--- src/rtl/pgxlat_pkg.sv ---
package pgxlat_pkg;
  localparam int unsigned DEF_VA_W  = 16;
  localparam int unsigned DEF_PA_W  = 15;
  localparam int unsigned DEF_OFF_W = 12;

  typedef enum logic [1:0] {
    LK_IDLE = 2'd0,
    LK_HIT  = 2'd1,
    LK_MISS = 2'd2
  } lk_result_e;
endpackage

--- src/rtl/pgxlat_table.sv ---
module pgxlat_table #(
  parameter int unsigned PAGE_W  = 4,
  parameter int unsigned FRAME_W = 3,
  localparam int unsigned N_PAGES = 1 << PAGE_W
) (
  input  logic               clk,
  input  logic               rst_ni,
  input  logic               wr_en_i,
  input  logic [PAGE_W-1:0]  wr_page_i,
  input  logic [FRAME_W-1:0] wr_frame_i,
  input  logic               wr_present_i,
  input  logic [PAGE_W-1:0]  rd_page_i,
  output logic [FRAME_W-1:0] rd_frame_o,
  output logic               rd_present_o
);
  logic [N_PAGES-1:0][FRAME_W-1:0] frame_q, frame_d;
  logic [N_PAGES-1:0]              present_q, present_d;
  logic [N_PAGES-1:0]              entry_en;

  for (genvar g = 0; g < N_PAGES; g++) begin : g_entry
    assign entry_en[g] = wr_en_i && (wr_page_i == PAGE_W'(g));

    always_comb begin
      frame_d[g]   = frame_q[g];
      present_d[g] = present_q[g];
      if (entry_en[g]) begin
        frame_d[g]   = wr_frame_i;
        present_d[g] = wr_present_i;
      end
    end

    always_ff @(posedge clk or negedge rst_ni) begin
      if (!rst_ni) begin
        frame_q[g]   <= '0;
        present_q[g] <= 1'b0;
      end else if (entry_en[g]) begin
        frame_q[g]   <= frame_d[g];
        present_q[g] <= present_d[g];
      end
    end
  end

  assign rd_frame_o   = frame_q[rd_page_i];
  assign rd_present_o = present_q[rd_page_i];

  p_write_lands_r6: assert property (@(posedge clk) disable iff (!rst_ni)
    wr_en_i |=> (present_q[$past(wr_page_i)] == $past(wr_present_i)) &&
                (frame_q[$past(wr_page_i)] == $past(wr_frame_i)));

  p_untouched_stable_r6: assert property (@(posedge clk) disable iff (!rst_ni)
    !wr_en_i |=> $stable(present_q) && $stable(frame_q));
endmodule

--- src/rtl/pgxlat_lookup.sv ---
module pgxlat_lookup
  import pgxlat_pkg::*;
#(
  parameter int unsigned VA_W    = 16,
  parameter int unsigned OFF_W   = 12,
  parameter int unsigned FRAME_W = 3,
  localparam int unsigned PAGE_W = VA_W - OFF_W,
  localparam int unsigned PA_W   = FRAME_W + OFF_W
) (
  input  logic               req_valid_i,
  input  logic [VA_W-1:0]    req_vaddr_i,
  output logic [PAGE_W-1:0]  page_o,
  input  logic [FRAME_W-1:0] ent_frame_i,
  input  logic               ent_present_i,
  output lk_result_e         result_o,
  output logic [PA_W-1:0]    paddr_o
);
  logic [OFF_W-1:0] offset;

  assign page_o = req_vaddr_i[VA_W-1:OFF_W];
  assign offset = req_vaddr_i[OFF_W-1:0];

  always_comb begin
    result_o = LK_IDLE;
    paddr_o  = '0;
    if (req_valid_i) begin
      if (ent_present_i) begin
        result_o = LK_HIT;
        paddr_o  = {ent_frame_i, offset};
      end else begin
        result_o = LK_MISS;
      end
    end
  end
endmodule

--- src/rtl/pgxlat_fault.sv ---
module pgxlat_fault #(
  parameter int unsigned PAGE_W = 4
) (
  input  logic              clk,
  input  logic              rst_ni,
  input  logic              miss_i,
  input  logic [PAGE_W-1:0] miss_page_i,
  input  logic              ack_i,
  output logic              flag_o,
  output logic [PAGE_W-1:0] page_o
);
  logic              flag_q, flag_d;
  logic [PAGE_W-1:0] page_q, page_d;
  logic              capture;
  logic              upd_en;

  assign capture = miss_i && (!flag_q || ack_i);
  assign upd_en  = capture || ack_i;

  always_comb begin
    flag_d = flag_q;
    page_d = page_q;
    if (capture) begin
      flag_d = 1'b1;
      page_d = miss_page_i;
    end else if (ack_i) begin
      flag_d = 1'b0;
    end
  end

  always_ff @(posedge clk or negedge rst_ni) begin
    if (!rst_ni) begin
      flag_q <= 1'b0;
      page_q <= '0;
    end else if (upd_en) begin
      flag_q <= flag_d;
      page_q <= page_d;
    end
  end

  assign flag_o = flag_q;
  assign page_o = page_q;

  p_flag_sticky_r7: assert property (@(posedge clk) disable iff (!rst_ni)
    (flag_q && !ack_i) |=> flag_q);

  p_ack_clears_r7: assert property (@(posedge clk) disable iff (!rst_ni)
    (ack_i && !miss_i) |=> !flag_q);

  p_first_kept_r8: assert property (@(posedge clk) disable iff (!rst_ni)
    (flag_q && !ack_i) |=> $stable(page_q));

  p_miss_recorded_r5: assert property (@(posedge clk) disable iff (!rst_ni)
    (miss_i && !flag_q) |=> flag_q && (page_q == $past(miss_page_i)));
endmodule

--- src/rtl/pgxlat_top.sv ---
module pgxlat_top
  import pgxlat_pkg::*;
#(
  parameter int unsigned VA_W  = DEF_VA_W,
  parameter int unsigned PA_W  = DEF_PA_W,
  parameter int unsigned OFF_W = DEF_OFF_W,
  localparam int unsigned PAGE_W  = VA_W - OFF_W,
  localparam int unsigned FRAME_W = PA_W - OFF_W
) (
  input  logic               clk,
  input  logic               rst_n,
  input  logic               map_we,
  input  logic [PAGE_W-1:0]  map_page,
  input  logic [FRAME_W-1:0] map_frame,
  input  logic               map_present,
  input  logic               req_valid,
  input  logic [VA_W-1:0]    req_vaddr,
  output logic               rsp_valid,
  output logic [PA_W-1:0]    rsp_paddr,
  output logic               fault_flag,
  output logic [PAGE_W-1:0]  fault_page,
  input  logic               fault_ack
);
  // reset: asserted asynchronously, released on a clock edge
  logic [1:0] rst_sync_q;
  logic       rst_int_n;

  always_ff @(posedge clk or negedge rst_n) begin
    if (!rst_n) rst_sync_q <= 2'b00;
    else        rst_sync_q <= {rst_sync_q[0], 1'b1};
  end
  assign rst_int_n = rst_sync_q[1];

  logic [PAGE_W-1:0]  lk_page;
  logic [FRAME_W-1:0] ent_frame;
  logic               ent_present;
  lk_result_e         lk_result;
  logic [PA_W-1:0]    lk_paddr;
  logic               lk_miss;

  pgxlat_table #(.PAGE_W(PAGE_W), .FRAME_W(FRAME_W)) u_table (
    .clk          (clk),
    .rst_ni       (rst_int_n),
    .wr_en_i      (map_we),
    .wr_page_i    (map_page),
    .wr_frame_i   (map_frame),
    .wr_present_i (map_present),
    .rd_page_i    (lk_page),
    .rd_frame_o   (ent_frame),
    .rd_present_o (ent_present)
  );

  pgxlat_lookup #(.VA_W(VA_W), .OFF_W(OFF_W), .FRAME_W(FRAME_W)) u_lookup (
    .req_valid_i   (req_valid),
    .req_vaddr_i   (req_vaddr),
    .page_o        (lk_page),
    .ent_frame_i   (ent_frame),
    .ent_present_i (ent_present),
    .result_o      (lk_result),
    .paddr_o       (lk_paddr)
  );

  assign lk_miss = (lk_result == LK_MISS);

  pgxlat_fault #(.PAGE_W(PAGE_W)) u_fault (
    .clk         (clk),
    .rst_ni      (rst_int_n),
    .miss_i      (lk_miss),
    .miss_page_i (lk_page),
    .ack_i       (fault_ack),
    .flag_o      (fault_flag),
    .page_o      (fault_page)
  );

  // response stage
  logic            rsp_valid_q, rsp_valid_d;
  logic [PA_W-1:0] rsp_paddr_q, rsp_paddr_d;
  logic            rsp_en;

  assign rsp_en = req_valid || rsp_valid_q;

  always_comb begin
    rsp_valid_d = (lk_result == LK_HIT);
    rsp_paddr_d = rsp_valid_d ? lk_paddr : '0;
  end

  always_ff @(posedge clk or negedge rst_int_n) begin
    if (!rst_int_n) begin
      rsp_valid_q <= 1'b0;
      rsp_paddr_q <= '0;
    end else if (rsp_en) begin
      rsp_valid_q <= rsp_valid_d;
      rsp_paddr_q <= rsp_paddr_d;
    end
  end

  assign rsp_valid = rsp_valid_q;
  assign rsp_paddr = rsp_paddr_q;

  p_offset_pass_r3: assert property (@(posedge clk) disable iff (!rst_int_n)
    (req_valid && ent_present) |=> rsp_valid &&
      (rsp_paddr[OFF_W-1:0] == $past(req_vaddr[OFF_W-1:0])));

  p_no_addr_on_fault_r4: assert property (@(posedge clk) disable iff (!rst_int_n)
    (req_valid && !ent_present) |=> !rsp_valid && (rsp_paddr == '0) && fault_flag);

  p_idle_no_rsp_r2: assert property (@(posedge clk) disable iff (!rst_int_n)
    !req_valid |=> !rsp_valid);
endmodule

--- config.mk ---
export PLATFORM = sky130hd
export DESIGN_NAME = pgxlat_top
export DESIGN_NICKNAME = d
export VERILOG_FILES = /design/src/rtl/pgxlat_pkg.sv /design/src/rtl/pgxlat_table.sv /design/src/rtl/pgxlat_lookup.sv /design/src/rtl/pgxlat_fault.sv /design/src/rtl/pgxlat_top.sv
export SDC_FILE = /design/constraint.sdc
export NUM_CORES = 1
export LEC_CHECK = 0
export CAP_MARGIN = 20
export CELL_PAD_IN_SITES_DETAIL_PLACEMENT = 0
export CELL_PAD_IN_SITES_GLOBAL_PLACEMENT = 2
export CORE_UTILIZATION = 35
export DETAILED_ROUTE_END_ITERATION = 10
export PLACE_DENSITY_LB_ADDON = 0.08
export SLEW_MARGIN = 20
export SYNTH_ARGS = -nofsm -noshare
export SYNTH_HDL_FRONTEND = slang
export SYNTH_SLANG_ARGS = --single-unit
export TNS_END_PERCENT = 30
--- constraint.sdc ---
create_clock -name clk -period 2.6 [get_ports clk]
set_clock_uncertainty 0.05 [all_clocks]
set_input_delay 0.52 -clock clk [delete_from_list [all_inputs] [get_ports clk]]
set_output_delay 0.52 -clock clk [all_outputs]
set_load 0.01 [all_outputs]
-- Word level (Yosys, flattened, before mapping)
Index checks and enable logic that the tools add are counted.
- reduce and logical (&&, ||, !) cells: 25
- eq/ne operators: 17
- magnitude comparators: 1
- multiplexer cells: 11
- operators with widths (operator ; count):
    two-way mux 15 bit ; 3
    equality test 4 bit (second input constant) ; 8
    logical AND 1 bit ; 17
    equality test 4 x 3 -> 1 bit (second input constant) ; 4
    binary-select mux 3 bit (select 4 bit) ; 1
    equality test 4 x 2 -> 1 bit (second input constant) ; 2
    < comparator 4 x 5 -> 1 bit (second input constant) ; 1
    binary-select mux 1 bit (select 4 bit) ; 1
    equality test 4 x 1 -> 1 bit (second input constant) ; 1
    zero test 4 bit ; 1
    two-way mux 2 bit ; 2
    AND reduction 2 bit ; 2
    logical OR 1 bit ; 3
    two-way mux 1 bit ; 3
    two-way mux 3 bit ; 1
    equality test 2 x 1 -> 1 bit (second input constant) ; 1
    equality test 2 bit (second input constant) ; 1
    nonzero test 2 bit ; 1
    zero test 1 bit ; 1
- output and inout bits: 21
- bits of input ports: 29
- logic and storage cells: 91
- register bits after elaboration: 87

-- Depth between registers and ports, before layout
- depth in word-level cells: 8
- depth in mapped cells: 6
- depth with buffers taken out: 4

-- Modules after synthesis
Synthesis repeated with hierarchy kept, for this count alone.
- cells, all modules: 290
- area total of the unflattened synthesis: 4192.8 µm²
- modules (own cells, without submodules) (module ; cells an instance ; sequential area each (µm²) ; instances ; area each (µm²)):
    pgxlat_table ; 196 ; 1601.5 ; 1 ; 3035.4
    pgxlat_top ; 59 ; 450.4 ; 1 ; 769.5
    pgxlat_fault ; 12 ; 125.1 ; 1 ; 217.7
    pgxlat_lookup ; 23 ; 0.0 ; 1 ; 170.2

-- Least setup slack after synthesis
No wires, ideal clock.
- path type: input to register
- from: in req_vaddr[12]
- to: reg u_fault.page_q[0] (netlist: u_fault.page_o[0])
- setup time: 0.125 ns
- buffers on the path: 1
- data arrival time: 2.004 ns
- data required time: 2.425 ns
- cell stages on the path: 5
- slack: 0.421 ns
- cells stage by stage: buf_6 mux4_2 a22oi_4 and4b_4 mux2_4
- longest elaborated chain between the ends: 8
- RTL lines (what ; line ; RTL):
    from (decl) ; pgxlat_top.sv:17 ; input logic [VA_W-1:0] req_vaddr,
    binary-select mux 1 bit (select 4 bit) ; pgxlat_table.sv:44 ; assign rd_present_o = present_q[rd_page_i];
    two-way mux 1 bit (implied by the code) ; pgxlat_table.sv:44 ;
    two-way mux 2 bit ; pgxlat_lookup.sv:27 ; if (ent_present_i) begin
    two-way mux 2 bit ; pgxlat_lookup.sv:26 ; if (req_valid_i) begin
    equality test 2 bit ; pgxlat_top.sv:63 ; assign lk_miss = (lk_result == LK_MISS);
    logical AND 1 bit ; pgxlat_fault.sv:17 ; assign capture = miss_i && (!flag_q || ack_i);
    logical OR 1 bit ; pgxlat_fault.sv:18 ; assign upd_en = capture || ack_i;
    AND reduction 2 bit (no line) ; n/a ;
    to (signal assigned) ; pgxlat_fault.sv:37 ; page_q <= page_d;
    to (decl) ; pgxlat_fault.sv:13 ; logic [PAGE_W-1:0] page_q, page_d;
Parallel ways exist; a longest one is shown, timed or not. The select of a mux whose other input is x is not followed.
A chain may end at the register's enable or synchronous reset.

-- Worst setup path after layout
- from: in req_vaddr[12]
- to: reg rsp_paddr_q[7] (netlist: rsp_paddr[7])
- longest elaborated chain between the ends: 6
- elaborated cells between the ends (all ways): 8
- classes of those cells: eq/ne: 1; mux: 7
- RTL lines (what ; line ; RTL):
    binary-select mux 1 bit (select 4 bit) * ; pgxlat_table.sv:44 ;
    two-way mux 1 bit (implied by the code) * ; pgxlat_table.sv:44 ;
    two-way mux 2 bit ; pgxlat_lookup.sv:27 ;
    two-way mux 2 bit ; pgxlat_lookup.sv:26 ;
    equality test 2 x 1 -> 1 bit ; pgxlat_top.sv:83 ; rsp_valid_d = (lk_result == LK_HIT);
    two-way mux 15 bit * ; pgxlat_top.sv:84 ; rsp_paddr_d = rsp_valid_d ? lk_paddr : '0;
    to (signal assigned) ; pgxlat_top.sv:93 ; rsp_paddr_q <= rsp_paddr_d;
    to (decl) ; pgxlat_top.sv:77 ; logic [PA_W-1:0] rsp_paddr_q, rsp_paddr_d;
Mark *: on every way between the ends. The rest lies on a longest branch, timed or not. The select of a mux whose other input is x is not followed.

==> flow_metrics.env <==
export IMPL_max_slew_margin_pct=32.8
export IMPL_wl_per_cell_um=18.3
export IMPL_crit_fanout=16
export IMPL_cts_tree="yes"
export IMPL_timing_final_crit_share_pct=90.6
export IMPL_finalMaxSlewViolations=0
export IMPL_synthCells=249
export IMPL_die_area_mm2=0.0114
export IMPL_hold_viol_final=0
export IMPL_r2r_end="rsp_paddr[7]"
export IMPL_power_switching_uw=893
export IMPL_setup_viol=0
export IMPL_cp_arrival_ns=2.56
export IMPL_drtPass1Iterations=4
export IMPL_grt_pass1_vias=2490
export IMPL_ctsResizeCount=0
export IMPL_clkSlewWorstSetupHoldPaths_ns=0.08
export IMPL_max_freq_ghz=0.425
export IMPL_clk_latency_ns=0.36
export IMPL_finalInstanceArea_mm2=0.00478
export IMPL_cts_setup_buffers=0
export IMPL_overflow=0
export IMPL_grt_pass1_wl_mm=13.9
export IMPL_worst_pin_slew_ns=1.00
export IMPL_track_usage_pct=16.5
export IMPL_wirelength_mm=8.37
export IMPL_power_density_mw_per_mm2=719
export IMPL_port_buffers=49
export IMPL_ys_seq_area_share_pct=56.6
export IMPL_status="completed"
export IMPL_p_sw_share_pct=26.0
export IMPL_r2r_start="u_table.present_q[13]"
export IMPL_slowest_delay_ns=0.52
export IMPL_p_comb_share_pct=23.2
export IMPL_cts_max_level=3
export IMPL_hpwl_mm=6.11
export IMPL_cts_buffers=9
export IMPL_leakagePower_nw=2.03
export IMPL_synthXorXnorAreaFrac_pct=0
export IMPL_p_seq_share_pct=52.2
export IMPL_endpoint_kind="flip-flop"
export IMPL_rrSetupSlack_ns=0.72
export IMPL_diodes=0
export IMPL_cts_hold_buf=0
export IMPL_hp_class="in2async"
export IMPL_synth_cell_area_mm2=0.00384
export IMPL_critPathRequiredTime_ns=2.80
export IMPL_pin_count=50
export IMPL_critical_path_class="in2reg"
export IMPL_crit_slowest_cell="mux4_2"
export IMPL_synth_adder_area_share_pct=0
export IMPL_avgSynthCellArea_um2=15.4
export IMPL_die_w_um=107
export IMPL_place_area_mm2=0.00461
export IMPL_grt_antenna_before_repair=0
export IMPL_path_cells="clkdlybuf4s50_1, buf_12, mux4_2, a22oi_4, buf_4, nand3_4, a32o_1"
export IMPL_synth_cell_types=26
export IMPL_yosysWarningCount=0
export IMPL_initial_core_util_pct=36.6
export IMPL_synthSimpleGateAreaFrac_pct=6.15
export IMPL_drcViolationCount=0
export IMPL_grt_max_degree=48
export IMPL_final_cells=456
export IMPL_clockRootBuffer="clkbuf_8"
export IMPL_drive_above_1_share_pct=35.9
export IMPL_clockPowerShare_pct=24.6
export IMPL_area_delta_synth_final_pct=24.4
export IMPL_rsz0062_at_grt="no"
export IMPL_viasPerCell=5.15
export IMPL_ir_worst_vdd_v=0.000214
export IMPL_synth_fp_nets=278
export IMPL_yosys_register_bits=87
export IMPL_total_power_mw=3.44
export IMPL_layout_nets=345
export IMPL_worst_setup_path_start_kind="input port"
export IMPL_postRouteAntennaNets=0
export IMPL_cts_sinks=87
export IMPL_via_count=2348
export IMPL_cts_buffer_depth=2
export IMPL_synth_mux_area_share_pct=30.1
export IMPL_place_congestion=0.701
export IMPL_synth_compound_area_share_pct=5.34
export IMPL_placedCellCount=441
export IMPL_core_area_mm2=0.0105
export IMPL_die_h_um=107
export IMPL_fillers=973
export IMPL_period_needed_ns=2.36
export IMPL_power_internal_mw=2.55
export IMPL_reg2regPathDepth=5
export IMPL_rows=37
export IMPL_max_cap_violations=0
export IMPL_initialDrtViolationCount=70
export IMPL_synth_top_family_by_area="multiplexers"
-- stage by stage --
stage          TNS, ns  worst slack (ns)  hold slack (ns)  utilization (%)
2_1_floorplan        0             0.421            0.174                -
3_3_place_gp     -2.37            -0.129            0.278             43.9
3_5_place_dp     -2.92            -0.163            0.281             43.9
4_1_cts              0             0.229            0.247             45.5
5_1_grt              0             0.168            0.245             45.5
6_report             0             0.245            0.261             45.5
-- layout make-up --
type	instances	area [um2]	share of cell area, %
Clock buffer	14	163	3.40
Multi-Input combinational cell	149	1600	33.5
Sequential cell	87	2180	45.6
Inverter	1	3.75	0.0785
Clock inverter	1	5.00	0.105
Timing Repair Buffer	68	658	13.8
Tap cell	136	170	3.56
-- synthesized netlist by cell type --
cell / n / area share (%)
a22oi_4: 1 / 0.55
or3_1: 3 / 0.49
conb_1: 1 / 0.098
nor2_1: 12 / 1.2
buf_6: 2 / 0.59
o21ai_0: 1 / 0.13
inv_1: 1 / 0.098
nor3b_1: 1 / 0.20
buf_2: 2 / 0.26
nand3b_1: 4 / 0.78
nand3_4: 1 / 0.46
mux4_1: 4 / 2.7
mux2_4: 4 / 1.6
nand2b_1: 3 / 0.49
buf_1: 1 / 0.098
a22oi_1: 3 / 0.59
dfrtp_1: 87 / 57
and4b_4: 1 / 0.36
a32o_1: 15 / 3.9
clkbuf_1: 7 / 0.68
nor2b_1: 3 / 0.49
mux2_2: 64 / 19
a31oi_1: 1 / 0.16
nand3_1: 8 / 1.0
mux4_2: 12 / 7.0
nand2_1: 7 / 0.68
-- routing by layer --
layer	vias to the layer above	GRT usage, %	part of all wire, %
li1	1077	-	-
met1	1207	21.9	48
met2	52	26.1	46
met3	12	2.74	4.0
met4	0	8.51	2.0
met5	-	0	0
-- worst max-delay path, delay by kind of cell --
kind,cells,cell delay (ns)
buffers and inverters,3,0.81
multiplexers,1,0.52
AO/OA/AOI/OAI,2,0.52
AND/OR/NAND/NOR,1,0.18
-- logic make-up after synthesis --
kind of cell           count (synthesis)
other                                  1
muxes                                 84
AOI/OAI and AO/OA                     21
and+or+nand+nor                       43
buffers and inverters                 13
DFF                                   87
-- how the worst max path moves through the flow --
stage | to | startpoint | slack (ns)
2_1_floorplan | u_fault.page_o[0] | req_vaddr[12] | 0.42
3_3_place_gp | rsp_paddr[10] | req_vaddr[12] | -0.13
3_5_place_dp | rsp_paddr[3] | req_vaddr[12] | -0.16
4_1_cts | rsp_paddr[3] | req_vaddr[12] | 0.23
5_1_grt | rsp_paddr[1] | req_vaddr[12] | 0.17
6_report | rsp_paddr[7] | req_vaddr[12] | 0.24
-- power groups by stage --
stage / Combinational (mW) / Sequential, mW / Clock [mW]
finish: 0.797 / 1.80 / 0.846
global route: 0.865 / 1.84 / 0.939
CTS: 0.812 / 1.80 / 0.882
detailed placement: 0.811 / 1.83 / 0
global placement: 0.796 / 1.82 / 0
floorplan: 0.490 / 1.81 / 0
-- flip-flops by register name, summed over array words and instances (netlist names) --
name               flops
u_table.frame_q       48
u_table.present_q     16
rsp_paddr             15
u_fault.page_o         4
rst_sync_q             2
rsp_valid              1
u_fault.flag_o         1
-- placed cells by master (no fill, tap or decap), types with 4 or more instances in the layout --
master / instances
dfrtp_1: 86
mux2_2: 64
clkdlybuf4s50_1: 49
buf_4: 17
a32o_1: 15
mux4_2: 12
nor2_1: 12
clkbuf_8: 11
nand3_1: 8
nand2_1: 7
mux4_1: 4
nand3b_1: 4
mux2_4: 4
(Power assumes the default switching activity.)
